File: src/rtl/os_seq_pkg.sv
package os_seq_pkg;

  typedef enum logic [1:0] {
    ST_IDLE = 2'd0,
    ST_ARM  = 2'd1,
    ST_RUN  = 2'd2
  } seq_st_t;

  localparam logic [2:0] OS_CODE_BAD = 3'b111;

  // Ratio code to shift amount; the invalid code falls back to no averaging.
  function automatic logic [2:0] os_code_to_shift(input logic [2:0] code);
    return (code == OS_CODE_BAD) ? 3'd0 : code;
  endfunction

endpackage

File: src/rtl/os_edge_det.sv
module os_edge_det #(
  parameter int N = 2
) (
  input  logic         clk,
  input  logic         rst,
  input  logic [N-1:0] lvl_i,
  output logic [N-1:0] rise_o
);

  for (genvar i = 0; i < N; i++) begin : g_bit
    logic q_r;
    always_ff @(posedge clk) begin
      if (rst) q_r <= 1'b0;
      else     q_r <= lvl_i[i];
    end
    assign rise_o[i] = lvl_i[i] & ~q_r;
  end

endmodule

File: src/rtl/os_chan_acc.sv
module os_chan_acc #(
  parameter int SMP_W = 16,
  parameter int ACC_W = 23,
  parameter int SH_W  = 3
) (
  input  logic             clk,
  input  logic             rst,
  input  logic             add_i,
  input  logic [SMP_W-1:0] smp_i,
  input  logic             commit_i,
  input  logic [SH_W-1:0]  shift_i,
  output logic [SMP_W-1:0] res_o
);

  localparam int EXT_W = ACC_W - SMP_W;

  logic signed [ACC_W-1:0] acc_q;
  logic signed [ACC_W-1:0] smp_ext;
  logic signed [ACC_W-1:0] avg;

  assign smp_ext = {{EXT_W{smp_i[SMP_W-1]}}, smp_i};
  assign avg     = acc_q >>> shift_i;

  always_ff @(posedge clk) begin
    if (rst) begin
      acc_q <= '0;
      res_o <= '0;
    end else if (commit_i) begin
      res_o <= avg[SMP_W-1:0];
      acc_q <= '0;
    end else if (add_i) begin
      acc_q <= acc_q + smp_ext;
    end
  end

endmodule

File: src/rtl/os_seq_ctrl.sv
module os_seq_ctrl
  import os_seq_pkg::*;
#(
  parameter int WAIT_LIMIT = 256,
  parameter int MAX_SHIFT  = 6
) (
  input  logic       clk,
  input  logic       rst,
  input  logic [1:0] rise_i,
  input  logic [2:0] os_sel_i,
  input  logic       valid_a_i,
  input  logic       valid_b_i,
  output logic       trig_a_o,
  output logic       trig_b_o,
  output logic       busy_o,
  output logic       bad_cfg_o,
  output logic [2:0] os_shift_o,
  output logic       add_a_o,
  output logic       add_b_o,
  output logic       commit_a_o,
  output logic       commit_b_o
);

  localparam int RND_W = MAX_SHIFT + 1;
  localparam int WT_W  = $clog2(WAIT_LIMIT + 1);

  seq_st_t          st_q;
  logic             pend_a_q, pend_b_q;
  logic             take_a_q, take_b_q;
  logic [RND_W-1:0] rnd_q;
  logic [WT_W-1:0]  wt_q;
  logic [RND_W-1:0] last_rnd;
  logic             round_done, conv_done;
  logic             rise_a, rise_b;

  assign rise_a     = rise_i[0];
  assign rise_b     = rise_i[1];
  assign last_rnd   = (RND_W'(1) << os_shift_o) - RND_W'(1);
  assign round_done = (st_q == ST_RUN) && !pend_a_q && !pend_b_q;
  assign conv_done  = round_done && (rnd_q == last_rnd);
  assign commit_a_o = conv_done && take_a_q;
  assign commit_b_o = conv_done && take_b_q;
  assign add_a_o    = valid_a_i && pend_a_q;
  assign add_b_o    = valid_b_i && pend_b_q;

  always_ff @(posedge clk) begin
    if (rst) begin
      st_q       <= ST_IDLE;
      pend_a_q   <= 1'b0;
      pend_b_q   <= 1'b0;
      take_a_q   <= 1'b0;
      take_b_q   <= 1'b0;
      rnd_q      <= '0;
      wt_q       <= '0;
      trig_a_o   <= 1'b0;
      trig_b_o   <= 1'b0;
      busy_o     <= 1'b0;
      bad_cfg_o  <= 1'b0;
      os_shift_o <= 3'd0;
    end else begin
      trig_a_o <= 1'b0;
      trig_b_o <= 1'b0;
      if (add_a_o) pend_a_q <= 1'b0;
      if (add_b_o) pend_b_q <= 1'b0;
      unique case (st_q)
        ST_IDLE: begin
          rnd_q <= '0;
          wt_q  <= '0;
          if (os_shift_o != 3'd0) begin
            if (rise_a) begin
              trig_a_o <= 1'b1; trig_b_o <= 1'b1;
              pend_a_q <= 1'b1; pend_b_q <= 1'b1;
              take_a_q <= 1'b1; take_b_q <= 1'b1;
              busy_o   <= 1'b1;
              st_q     <= ST_RUN;
            end
          end else if (rise_a && rise_b) begin
            trig_a_o <= 1'b1; trig_b_o <= 1'b1;
            pend_a_q <= 1'b1; pend_b_q <= 1'b1;
            take_a_q <= 1'b1; take_b_q <= 1'b1;
            busy_o   <= 1'b1;
            st_q     <= ST_RUN;
          end else if (rise_a) begin
            trig_a_o <= 1'b1; pend_a_q <= 1'b1;
            take_a_q <= 1'b1; take_b_q <= 1'b0;
            st_q     <= ST_ARM;
          end else if (rise_b) begin
            trig_b_o <= 1'b1; pend_b_q <= 1'b1;
            take_b_q <= 1'b1; take_a_q <= 1'b0;
            st_q     <= ST_ARM;
          end
        end
        ST_ARM: begin
          wt_q <= wt_q + WT_W'(1);
          if (!take_a_q && rise_a) begin
            trig_a_o <= 1'b1; pend_a_q <= 1'b1; take_a_q <= 1'b1;
            busy_o   <= 1'b1; st_q     <= ST_RUN;
          end else if (!take_b_q && rise_b) begin
            trig_b_o <= 1'b1; pend_b_q <= 1'b1; take_b_q <= 1'b1;
            busy_o   <= 1'b1; st_q     <= ST_RUN;
          end else if (wt_q == WT_W'(WAIT_LIMIT - 1)) begin
            busy_o <= 1'b1;
            st_q   <= ST_RUN;
          end
        end
        ST_RUN: begin
          if (conv_done) begin
            busy_o     <= 1'b0;
            os_shift_o <= os_code_to_shift(os_sel_i);
            bad_cfg_o  <= (os_sel_i == OS_CODE_BAD);
            take_a_q   <= 1'b0;
            take_b_q   <= 1'b0;
            st_q       <= ST_IDLE;
          end else if (round_done) begin
            rnd_q    <= rnd_q + RND_W'(1);
            trig_a_o <= take_a_q; pend_a_q <= take_a_q;
            trig_b_o <= take_b_q; pend_b_q <= take_b_q;
          end
        end
        default: st_q <= ST_IDLE;
      endcase
    end
  end

endmodule

File: src/rtl/os_conv_seq.sv
module os_conv_seq #(
  parameter int NCH        = 8,
  parameter int SMP_W      = 16,
  parameter int ACC_W      = 23,
  parameter int WAIT_LIMIT = 256
) (
  input  logic                 clk,
  input  logic                 rst,
  input  logic                 start_a_i,
  input  logic                 start_b_i,
  input  logic [2:0]           os_sel_i,
  input  logic                 smp_valid_a_i,
  input  logic                 smp_valid_b_i,
  input  logic [NCH*SMP_W-1:0] smp_data_i,
  output logic                 trig_a_o,
  output logic                 trig_b_o,
  output logic                 busy_o,
  output logic                 bad_cfg_o,
  output logic [NCH*SMP_W-1:0] res_o
);

  localparam int GRP = NCH / 2;

  logic [1:0] rise;
  logic [2:0] os_shift;
  logic       add_a, add_b, commit_a, commit_b;

  os_edge_det #(.N(2)) u_edge (
    .clk    (clk),
    .rst    (rst),
    .lvl_i  ({start_b_i, start_a_i}),
    .rise_o (rise)
  );

  os_seq_ctrl #(.WAIT_LIMIT(WAIT_LIMIT), .MAX_SHIFT(6)) u_ctrl (
    .clk        (clk),
    .rst        (rst),
    .rise_i     (rise),
    .os_sel_i   (os_sel_i),
    .valid_a_i  (smp_valid_a_i),
    .valid_b_i  (smp_valid_b_i),
    .trig_a_o   (trig_a_o),
    .trig_b_o   (trig_b_o),
    .busy_o     (busy_o),
    .bad_cfg_o  (bad_cfg_o),
    .os_shift_o (os_shift),
    .add_a_o    (add_a),
    .add_b_o    (add_b),
    .commit_a_o (commit_a),
    .commit_b_o (commit_b)
  );

  for (genvar c = 0; c < NCH; c++) begin : g_ch
    logic ch_add, ch_commit;
    if (c < GRP) begin : g_a
      assign ch_add    = add_a;
      assign ch_commit = commit_a;
    end else begin : g_b
      assign ch_add    = add_b;
      assign ch_commit = commit_b;
    end
    os_chan_acc #(.SMP_W(SMP_W), .ACC_W(ACC_W), .SH_W(3)) u_acc (
      .clk      (clk),
      .rst      (rst),
      .add_i    (ch_add),
      .smp_i    (smp_data_i[c*SMP_W +: SMP_W]),
      .commit_i (ch_commit),
      .shift_i  (os_shift),
      .res_o    (res_o[c*SMP_W +: SMP_W])
    );
  end

endmodule

File: config.mk
export PLATFORM = sky130hd
export DESIGN_NAME = os_conv_seq
export DESIGN_NICKNAME = d
export VERILOG_FILES = /design/src/rtl/os_seq_pkg.sv /design/src/rtl/os_edge_det.sv /design/src/rtl/os_chan_acc.sv /design/src/rtl/os_seq_ctrl.sv /design/src/rtl/os_conv_seq.sv
export SDC_FILE = /design/constraint.sdc
export NUM_CORES = 1
export LEC_CHECK = 0
export BUFFER_PORTS_ARGS = -buffer_cell sky130_fd_sc_hd__buf_4
export CAP_MARGIN = 10
export CORE_AREA = 2 2 238 240
export CTS_CLUSTER_SIZE = 30
export DETAILED_ROUTE_END_ITERATION = 10
export DIE_AREA = 0 0 240 242
export PLACE_DENSITY = 0.68
export SYNTH_ARGS = -nofsm -noshare
export SYNTH_HDL_FRONTEND = slang
export SYNTH_HIERARCHICAL = 1
export SYNTH_SLANG_ARGS = --single-unit
File: constraint.sdc
create_clock -name clk -period 4.55 [get_ports clk]
set_clock_uncertainty 0.15 [all_clocks]
set_input_delay 0.91 -clock clk [delete_from_list [all_inputs] [get_ports clk]]
set_output_delay 0.91 -clock clk [all_outputs]
set_load 0.05 [all_outputs]
==> results.md <==
- Outcome: finished, final reports clean
- CTS Buffer Depth: 3
- CP Data Arrival Time: 4.31 ns
- Worst slew margin: 0.287
- Drt pass-1 iters: 5
- Critical path class: reg2reg
- Setup TNS: 0 ns
- PortBufs: 268
- Post-Synth XOR/XNOR Area: 0.0352
- Post-CTS Resized: 0
- Post-synth ARST share: 0
- Crit. End Element: flip-flop
- Simple-gate area share of the yosys netlist: 0.184
- Seq cells post-synth: 343
- GPL Wtd Cong: 0.957
- CTS tree: yes
- Max frequency: 251 MHz
- Wirelength per Cell: 18.8 µm
- Mean area per synthesized cell: 8.46 µm²
- Antenna violations before repair: 0
- PD cells: 403 nW/µm²
- Commonest non-fill, non-tap cell in the layout: dfxtp_1
- Clk root buf: clkbuf_16
- Clk slew on worst S/H paths: 0.06 ns
- Total GRT Usage: 0.260
- Multiplexer share of the synthesized area: 0.163
- Post-detailed-route via-to-cell ratio: 6.03
- RSZ-0062 raised after global routing: false
- Crit-path max FO: 22
- Synth Flop Type: dfxtp_1
- Post-synth cell types: 107
- Setup violations, final: 0
- HPWL Detailed: 59000 µm
- Commonest cells after routing, fill and taps aside: dfxtp_1, mux2i_1, nor2_1, buf_4, nand2_1
- Sequential share of the synthesized area: 0.251
- Total gr overflow: 0
- Global-route wire length before repair: 125000 µm
- Post-layout minimum cycle time: 3.99 ns
- Filler cells: 5139
- Overall die height: 242 µm
- DRC: 0
- Width of the chip: 240 µm
- Hold Crit Class: reg2reg
- Design area: 31100 µm²
- CTS Hold Buffers Added: 0
- Final wirelength: 78200 µm
- Layout cells sized above 1: 0.152
- Reg2reg path depth: 13
- Yosys warnings: 6
- Core Area: 55700 µm²
- DIE AREA: 58100 µm²
- Final Hold Fails: 0
- Max Cap Viol: 0
- Initial Utilization: 0.491
- Worst Tran Pin Value: 1.07 ns
- Max Slew Vio Count: 0
- Peak supply drop: 0.291 mV
- DRT antenna net count: 0
- Setup WS pre-CTS: 0.543 ns
- Worst Setup Start Kind: flip-flop
- CTS HTree Levels: 2
- Adder-cell share of the synthesized area: 0.0899
- Period utilization: 0.877
- Syn_nets: 3566
- Row count: 87
- Post-Syn Area: 27400 µm²
- I/O Pins: 269
- Final worst slack: 0.558 ns
- Diodes inserted: 0
- Syn Inst Count: 3237
- Largest family of logic cells by synthesized area: compound AO/OA/AOI/OAI gates
- Vias post-DR: 25100
- CP required: 4.87 ns
- TritonCTS Buffers: 42
- Clk sinks: 343
- Worst skew pair latency: 0.58 ns
- Leak: 11.9 nW
- Largest net degree at the start of global routing: 149
- WHS: 0.324 ns
- DP Area: 29600 µm²
- Compound-gate portion of the synthesized area: 0.231
- WHS Path Cells: 2
- Vias in the first global route: 23900
- Drt initial violations: 1726
- Buffer count from post-CTS setup fixing: 0
- Synthesis-to-layout area growth: 13.7%
- Post-layout net count: 3708
- Number of synthesized flops with an enable pin: 0
[sequential cells by signal, indices dropped and copies added (netlist names)]
signal,count
u_ctrl/bad_cfg_o,1
u_ctrl/trig_a_o,1
u_ctrl/pend_a_q,1
g_ch.u_acc/res_o,128
u_ctrl/wt_q,9
u_ctrl/take_b_q,1
u_ctrl/busy_o,1
g_ch.u_acc/acc_q,184
u_ctrl/pend_b_q,1
u_ctrl/take_a_q,1
u_ctrl/rnd_q,7
u_ctrl/trig_b_o,1
u_ctrl/os_shift_o,3
u_ctrl/st_q,2
u_edge/g_bit.q_r,2
[synthesized netlist by cell type (12+ instances only)]
cell type  count  area share
dfxtp_1      343        0.25
mux2i_1      334        0.12
nor2_1       333       0.046
nand2_1      271       0.037
a21oi_1      192       0.035
ha_1         184       0.084
a211oi_1     155       0.042
o21ai_0      110       0.020
clkbuf_1      97       0.013
a21o_1        90       0.025
nand3_1       90       0.016
xnor2_1       87       0.028
inv_1         70      0.0096
buf_2         51      0.0093
nor3_1        50      0.0091
mux4_2        48       0.039
nor2b_1       47       0.011
o21a_1        40       0.011
nand4_1       33      0.0075
a31oi_1       29      0.0066
o21bai_1      27      0.0074
a311oi_1      26      0.0083
nand3b_1      26      0.0071
or3_1         26      0.0059
and3_1        25      0.0057
buf_1         25      0.0034
a211o_1       24      0.0077
xor2_1        23      0.0074
nand2b_1      21      0.0048
o211ai_1      21      0.0058
o31a_1        21      0.0067
o21ai_1       20      0.0037
and2_1        18      0.0041
a21boi_0      13      0.0036
o2111ai_1     12      0.0038
[per-stage QoR]
step	total power, W	std cells	util
after floorplan	0.00768	3237	-
after global placement	0.00879	4091	0.532
after detailed placement	0.00889	4091	0.532
after CTS	0.0126	4161	0.559
after global routing	0.0133	4161	0.559
final	0.0125	4161	0.559
[worst paths after layout]
| path | from | to | slack (ns) |
|---|---|---|---|
| setup / recovery | u_ctrl/os_shift_o[0] | g_ch[1].u_acc/acc_q[21] | 0.56 |
| hold / removal | g_ch[5].u_acc/acc_q[22] | g_ch[5].u_acc/acc_q[22] | 0.32 |
| setup reg to reg | u_ctrl/os_shift_o[0] | g_ch[1].u_acc/acc_q[21] | 0.56 |
| hold reg to reg | g_ch[5].u_acc/acc_q[22] | g_ch[5].u_acc/acc_q[22] | 0.32 |
[where the power goes]
| part | total, W | switching, W | internal, W |
|---|---|---|---|
| combinational | 0.00510 | 0.00311 | 0.00200 |
| sequential | 0.00380 | 0.000417 | 0.00338 |
| clock | 0.00365 | 0.00136 | 0.00229 |
| total | 0.0125 | 0.00488 | 0.00767 |
[layout make-up]
type	instances	area, µm²	area share
Clock buffer	61	1290	0.0414
Clock inverter	9	201	0.00647
Inverter	74	278	0.00892
Multi-Input combinational cell	2618	19300	0.619
Sequential cell	343	6880	0.221
Tap cell	756	946	0.0304
Timing Repair Buffer	300	2280	0.0733
[worst max-delay path, cell delays in order (launching register included)]
cell,delay [ns]
dfxtp_4,0.36
nor3_1,0.35
inv_1,0.18
ha_1,0.34
xnor2_1,0.20
or4_4,0.49
nand3_2,0.13
nand3_4,0.12
nor2_4,0.51
or2_2,0.48
nor2_1,0.19
and3_1,0.21
mux2i_1,0.12
nand2_1,0.06
[cell families (layout without fill, tap and decap cells)]
family | after synthesis | after routing
AOI/OAI and AO/OA | 900 | 900
xor gates and xnor gates | 110 | 110
adders and majority gates | 192 | 192
buffers and inverters | 276 | 444
DFF | 343 | 343
muxes | 385 | 385
and+or+nand+nor | 1031 | 1031
[metal layers]
| layer | up-vias | GRT usage | share of wire |
|---|---|---|---|
| li1 | 12300 | - | - |
| met1 | 11900 | 0.346 | 0.45 |
| met2 | 686 | 0.432 | 0.47 |
| met3 | 134 | 0.0337 | 0.052 |
| met4 | 0 | 0.0893 | 0.032 |
| met5 | - | 0 | 0 |
No activity file was read; power rests on OpenSTA's default activity.
